<file path="src/rtl/serbus_bridge.sv">
`timescale 1ns/1ps
module serbus_bridge #(
  parameter int TIMEOUT_CYCLES = 1000
) (
  input  logic        clk,
  input  logic        rst_n,
  input  logic [7:0]  rx_data,
  input  logic        rx_valid,
  output logic        rx_ready,
  output logic [7:0]  tx_data,
  output logic        tx_valid,
  input  logic        tx_ready,
  output logic        bus_cyc,
  output logic        bus_stb,
  output logic        bus_we,
  output logic [31:0] bus_adr,
  output logic [3:0]  bus_sel,
  output logic [31:0] bus_dat_w,
  input  logic [31:0] bus_dat_r,
  input  logic        bus_ack
);
  localparam int TW = $clog2(TIMEOUT_CYCLES) + 1;
  localparam logic [7:0] CMD_RD = 8'h02;
  localparam logic [7:0] CMD_WR = 8'h01;

  typedef enum logic [2:0] {S_IDLE, S_SIZE, S_ADDR, S_WDAT, S_BUS, S_TX} st_t;

  st_t         st;
  logic        wr;
  logic [7:0]  cnt;
  logic [29:0] waddr;
  logic [31:0] word;
  logic [1:0]  bcnt;
  logic [TW-1:0] tcnt;

  wire waiting = (st == S_SIZE) || (st == S_ADDR) || (st == S_WDAT);
  wire rx_fire = rx_valid && rx_ready;
  wire tx_fire = tx_valid && tx_ready;
  wire expire  = waiting && !rx_fire && (tcnt == TW'(TIMEOUT_CYCLES - 1));

  assign rx_ready  = (st == S_IDLE) || waiting;
  assign bus_cyc   = (st == S_BUS);
  assign bus_stb   = (st == S_BUS);
  assign bus_we    = wr && (st == S_BUS);
  assign bus_adr   = {waddr, 2'b00};
  assign bus_sel   = bus_cyc ? 4'hF : 4'h0;
  assign bus_dat_w = word;
  assign tx_valid  = (st == S_TX);
  assign tx_data   = word[31:24];

  always_ff @(posedge clk) begin
    if (!rst_n) begin
      st    <= S_IDLE;
      wr    <= 1'b0;
      cnt   <= '0;
      waddr <= '0;
      word  <= '0;
      bcnt  <= '0;
      tcnt  <= '0;
    end else begin
      tcnt <= (waiting && !rx_fire) ? tcnt + 1'b1 : '0;
      case (st)
        S_IDLE: if (rx_fire) begin
          bcnt <= '0;
          if (rx_data == CMD_RD) begin wr <= 1'b0; st <= S_SIZE; end
          else if (rx_data == CMD_WR) begin wr <= 1'b1; st <= S_SIZE; end
        end
        S_SIZE: if (rx_fire) begin
          cnt <= rx_data;
          st  <= S_ADDR;
        end
        S_ADDR: if (rx_fire) begin
          waddr <= {waddr[21:0], rx_data};
          bcnt  <= bcnt + 1'b1;
          if (bcnt == 2'd3)
            st <= (cnt == 8'd0) ? S_IDLE : (wr ? S_WDAT : S_BUS);
        end
        S_WDAT: if (rx_fire) begin
          word <= {word[23:0], rx_data};
          bcnt <= bcnt + 1'b1;
          if (bcnt == 2'd3) st <= S_BUS;
        end
        S_BUS: if (bus_ack) begin
          if (!wr) begin
            word <= bus_dat_r;
            st   <= S_TX;
          end else begin
            waddr <= waddr + 1'b1;
            cnt   <= cnt - 1'b1;
            st    <= (cnt == 8'd1) ? S_IDLE : S_WDAT;
          end
        end
        S_TX: if (tx_fire) begin
          word <= {word[23:0], 8'h00};
          bcnt <= bcnt + 1'b1;
          if (bcnt == 2'd3) begin
            waddr <= waddr + 1'b1;
            cnt   <= cnt - 1'b1;
            st    <= (cnt == 8'd1) ? S_IDLE : S_BUS;
          end
        end
        default: st <= S_IDLE;
      endcase
      if (expire) begin
        st   <= S_IDLE;
        tcnt <= '0;
      end
    end
  end

  assert_reset_state_R1: assert property (@(posedge clk) $rose(rst_n) |-> rx_ready && !tx_valid && !bus_cyc);

  assert_sel_full_R3: assert property (@(posedge clk) disable iff (!rst_n)
    bus_cyc |-> bus_sel == 4'hF);

  assert_no_tx_during_bus_R5: assert property (@(posedge clk) disable iff (!rst_n)
    tx_valid |-> !bus_cyc);

  assert_bus_hold_R9: assert property (@(posedge clk) disable iff (!rst_n)
    bus_cyc && !bus_ack |=> bus_cyc && bus_stb && $stable(bus_adr) && $stable(bus_we));

  assert_tx_hold_R11: assert property (@(posedge clk) disable iff (!rst_n)
    tx_valid && !tx_ready |=> tx_valid && $stable(tx_data));

  assert_rx_blocked_R12: assert property (@(posedge clk) disable iff (!rst_n)
    (bus_cyc || tx_valid) |-> !rx_ready);
endmodule

</file>
<file path="config.mk">
export PLATFORM = sky130hd
export DESIGN_NAME = serbus_bridge
export DESIGN_NICKNAME = d
export VERILOG_FILES = /design/src/rtl/serbus_bridge.sv
export SDC_FILE = /design/constraint.sdc
export NUM_CORES = 1
export LEC_CHECK = 0
export ABC_AREA = 1
export BUFFER_PORTS_ARGS = -buffer_cell sky130_fd_sc_hd__buf_2
export CAP_MARGIN = 20
export CELL_PAD_IN_SITES_DETAIL_PLACEMENT = 1
export CELL_PAD_IN_SITES_GLOBAL_PLACEMENT = 1
export CORE_MARGIN = 2
export CORE_UTILIZATION = 37
export DETAILED_ROUTE_END_ITERATION = 8
export GPL_ROUTABILITY_DRIVEN = 0
export MAX_ROUTING_LAYER = met4
export PLACE_DENSITY = 0.89
export REMOVE_ABC_BUFFERS = 1
export SYNTH_ARGS = -nofsm -noshare
export SYNTH_HDL_FRONTEND = slang
export SYNTH_SLANG_ARGS = --single-unit
</file>
<file path="constraint.sdc">
create_clock -name clk -period 1.81 [get_ports clk]
set_input_delay 0 -clock clk [delete_from_list [all_inputs] [get_ports clk]]
set_output_delay 0 -clock clk [all_outputs]
set_load 0.01 [all_outputs]
</file>
Word-level counts from Yosys, hierarchy flattened
Index checks and enable logic that the tools add are counted.
W data, S select, Z words.
- reduce and logical (&&, ||, !) cells: 25
- bitwise logic cells: 2
- equality and inequality tests: 23
- $add $sub $neg: 4
- multiplexer cells: 41
- operators by type and width (operator ; number):
    $mux W30 ; 5
    $mux W32 ; 4
    $pmux W32 S3 ; 1
    $pmux W30 S3 ; 1
    $mux W3 ; 15
    $mux W8 ; 5
    $add A30 B1 Y30 const B ; 1
    $pmux W8 S3 ; 1
    $pmux W3 S6 ; 1
    $eq A8 B1 Y1 const B ; 2
    $ne A2 B1 Y1 const B ; 7
    $reduce_and A6 Y1 ; 2
    $reduce_bool A3 Y1 ; 4
    $add A11 B1 Y11 const B ; 1
    $eq A11 B10 Y1 const B ; 1
    $ne A2 B2 Y1 const B ; 5
    $reduce_and A10 Y1 ; 1
    $eq A8 B2 Y1 const B ; 1
    $logic_not A8 Y1 ; 1
    $mux W2 ; 4
    $sub A8 B1 Y8 const B ; 1
    $eq A3 B2 Y1 const B ; 2
    $eq A3 B3 Y1 const B ; 2
    $pmux W2 S3 ; 1
    17 further kinds ; 26
- input bits: 45
- output and inout bits: 81
- bits in registers: 87
- word-level logic and storage cells: 102

Longest topological paths before layout
- depth in word-level cells: 9
- gate-level depth with buffers: 11
- mapped depth without buffers: 11

Least setup slack after synthesis
Ideal clock, no wire load.
- path kind: register to register
- start point: register waddr[0]
- end point: register waddr[20]
- path slack: 0.171 ns
- clock period less this slack: 1.639 ns
- buffers on the path: 0
- cell stages (with the launch flop): 11
- library setup time: 0.115 ns
- data arrival time: 1.524 ns
- required time: 1.695 ns
- path through: dfxtp_1 > ha_1 > nand3_1 > nor2_1 > nand2_1 > nor2_1 > nand3_1 > nand2_1 > nand3_1 > nand2_1 > nor2_1
- word-level cells in the longest chain between the ends: 4
- elaborated cells between the ends (all ways): 6
- classes of those cells: 1 x add/sub; 5 x mux
- ends and longest elaborated chain (item ; line ; RTL):
    start, declared ; 31 ; logic [29:0] waddr;
    start signal, assigned ; 73 ; waddr <= {waddr[21:0], rx_data};
    start signal, assigned ; 88 ; waddr <= waddr + 1'b1;
    start signal, assigned ; 97 ; waddr <= waddr + 1'b1;
    $add A30 B1 Y30 * ; 88, 97 ;
    $mux W30 (on tied branches) ; 96, 84 ;
    $mux W30 (on tied branches) ; 93, 83 ;
    $pmux W30 S3 * ; 62 ; case (st)
Every way passes the cells marked *; elsewhere a longest branch is shown, timed or not. The select of a mux whose other input is x is not followed.
A chain may end at the register's enable or synchronous reset.

Worst setup path after layout
- start point: register st[1]
- end point: register word[13] (netlist: bus_dat_w[13])
- word-level cells in the longest chain between the ends: 7
- elaborated cells between the ends (all ways): 18
- classes of those cells: 9 x eq/ne; 1 x mux; 8 x reduce/logical
- ends and longest elaborated chain (item ; line ; RTL):
    start, declared ; 28 ; st_t st;
    start signal, assigned ; 76 ; st <= (cnt == 8'd0) ? S_IDLE : (wr ? S_WDAT : S_BUS);
    start signal, assigned ; 90 ; st <= (cnt == 8'd1) ? S_IDLE : S_WDAT;
    start signal, assigned ; 99 ; st <= (cnt == 8'd1) ? S_IDLE : S_BUS;
    $eq A3 B1 Y1 / $eq A3 B2 Y1 (equally long branches) ; 36 ; wire waiting = (st == S_SIZE) || (st == S_ADDR) || (st == S_WDAT);
    $logic_or A1 B1 Y1 (2 in a row) ; 36 ;
    $logic_or A1 B1 Y1 ; 41 ; assign rx_ready = (st == S_IDLE) || waiting;
    $logic_and A1 B1 Y1 ; 37 ; wire rx_fire = rx_valid && rx_ready;
    $ne A2 B2 Y1 (no line) ; - ;
    $reduce_and A5 Y1 (no line) ; - ;
    end signal, assigned ; 79 ; word <= {word[23:0], rx_data};
    end signal, assigned ; 85 ; word <= bus_dat_r;
    end signal, assigned ; 94 ; word <= {word[23:0], 8'h00};
    end, declared ; 32 ; logic [31:0] word;
Parallel ways exist; a longest one is shown, timed or not.

==> out/qor.yml <==
ys_warn_count: 0
clockBufferDepth: 2
max_cap_viol_count: 0
rsz0062_at_grt: "true"
post-place-ws_ns: 0.00380
cp_top_family: "simple AND/OR/NAND/NOR gates"
synth_edf_count: 0
cp.required_ns: 2.04
hold_viol: 0
synth.most_common_cell: "nand2_1"
postCtsHoldBufs: 0
whs_ns: 0.0366
antenna_found_initial: 0
routed_wl_um: 18600
ioPinCount: 126
synth-seq-area-share: 0.313
async_flop_share: 0
drt_iter0_drc: 409
dp_hpwl_um: 13500
crit_chain: "inv_2 > nand2_1 > inv_2 > a21oi_1 > nor3_4 > buf_12 > nand2_1 > nand2_1 > nor2_1"
crit_arrival_ns: 2.00
yosysUniqueCellTypes: 32
die_x_um: 127
hp-class: "in -> reg"
die_y_um: 127
slowest_delay_ns: 0.38
port_buffers: 123
diodes: 0
ys.flop_type: "dfxtp_1"
drtAntennaViolNets: 0
tightest_slew_ns: 0.597
cts_tree: "done"
slew_violations: 0
worst_setup_path_end_kind: "flop"
cts.sinks: 87
numCtsBuffers: 9
core_area_um2: 14600
skew_ns: 0.00894
postSynthCellCount: 975
syn_avg_cell_area_um2: 5.70
worstSetupStartpointType: "flop"
crit_top_cell: "nand2_1"
finalSetupViolCount: 0
cp-startpoint: "st[1]"
grt_pass1_wl_um: 29700
path_clk_slew_ns: 0.06
ctsHtreeMaxLevel: 3
r2r-start: "st[1]"
ys_ff_latch: 87
grt_overflow: 0
min_period_ns: 1.76
vdd_ir_drop_max_v: 0.000498
setup_ws_ns: 0.0458
critical_path_class: "reg -> reg"
post_cts_buffers: 0
drt-vias-per-instance: 5.10
rows: 44
p_per_area_nw_per_um2: 898
wl_per_cell_um: 14.5
status: "completed"
synth_common_cells: "nand2_1 (352), nor2_1 (174), inv_1 (107)"
clk_latency_ns: 0.35
synth_top_cell_by_area: "dfxtp_1"
drt_drc_violations_left: 0
synth_top_cell_area_share: 0.313
synth_area_leaders: "dfxtp_1 (31%), nand2_1 (24%), nor2_1 (12%), inv_1 (7.2%), nand3_1 (5.3%)"
relSlewSlack: 0.599
syn_area_um2: 5560
grt_usage: 0.233
grt_max_degree: 65
drive_gt1_frac: 0.177
cp_num_buf_inv: 3
hp-start: "bus_dat_r[0]"
grt_pass1_vias: 6216
cts-root-buf: "clkbuf_16"
die_area_um2: 16000
crit_fanout: 32
nets: 1140
leakage_nw: 2.97
cpMaxStageDelayCell: "nor3_4"
drtPass1Iterations: 5
min_period_over_period: 0.975
cts_resized: 0
clock.fmax_ghz: 0.567
vias: 6514
initial_core_util: 0.381
syn2layout_area_growth_pct: 21.1
layout make-up:
class | count | area [um2]
Timing Repair Buffer | 149 | 882
Fill cell | 2089 | 7860
Clock buffer | 13 | 270
Inverter | 112 | 425
Tap cell | 184 | 230
Sequential cell | 87 | 1750
Clock inverter | 3 | 40.0
Multi-Input combinational cell | 730 | 3140
per-layer routing:
layer / wire length [um] / share of wire / global-route usage
met1: 8520 / 0.46 / 0.291
met2: 8620 / 0.46 / 0.389
met3: 1030 / 0.056 / 0.0295
met4: 388 / 0.021 / 0.0834
met5: 0 / 0 / -
sequential cells by signal, indices dropped and copies added, names as in the netlist:
| name | flops |
|---|---|
| cnt | 8 |
| bus_dat_w | 32 |
| tcnt | 11 |
| bcnt | 2 |
| waddr | 30 |
| wr | 1 |
| st | 3 |
worst register-to-register path, stage by stage, from the launching register on:
cell,delay [ns]
dfxtp_1,0.31
inv_2,0.10
nand2_1,0.14
inv_2,0.16
a21oi_1,0.09
nor3_4,0.38
buf_12,0.24
nand2_1,0.09
nand2_1,0.10
nor2_1,0.06
report_power, final:
| part | switching, mW | total [mW] | internal [mW] |
|---|---|---|---|
| Sequential | 0.207 | 2.30 | 2.09 |
| Combinational | 1.15 | 1.79 | 0.631 |
| Clock | 0.784 | 1.96 | 1.18 |
| Total | 2.15 | 6.05 | 3.90 |
cells by family after synthesis:
family | Yosys count | share of synthesized area
AOI/OAI and AO/OA | 93 | 0.0864
xor gates and xnor gates | 4 | 0.00630
other | 1 | 0.000674
adders and majority gates | 6 | 0.0135
buffers and inverters | 159 | 0.127
and+or+nand+nor | 625 | 0.453
DFF | 87 | 0.313
path summary, 6_finish.rpt:
kind	slack, ns	to	cells after the start
hold reg to reg	0.45	tcnt[0]	1
hold / removal	0.04	bus_dat_w[0]	7
setup reg to reg	0.05	bus_dat_w[13]	9
setup / recovery	0.05	bus_dat_w[13]	9
cell usage in the layout (no fill, tap or decap), types with 4 or more instances in the layout:
cell type  instances
nor3_1            19
nand2_1          351
nand2_2            4
o21ai_0           36
nor2_2             6
dfxtp_1           84
inv_1            106
buf_12             4
a21oi_1           48
buf_2            123
ha_1               6
nand4_1            4
clkbuf_16         10
buf_4             20
nand3_1           59
nor2_1           169
or2_2              6
inv_2              5
stage by stage:
step / TNS, ns / util / cells / power, mW / cell area, um2
floorplan: -52.43 / - / 929 / 3.37 / 5280
global placement: 0 / 0.436 / 1261 / 4.01 / 6360
detailed placement: 0 / 0.436 / 1261 / 4.08 / 6360
CTS: 0 / 0.458 / 1277 / 6.07 / 6680
global route: -0.252 / 0.461 / 1278 / 6.43 / 6730
finish: 0 / 0.461 / 1278 / 6.05 / 6730
(Power assumes the default switching activity.)
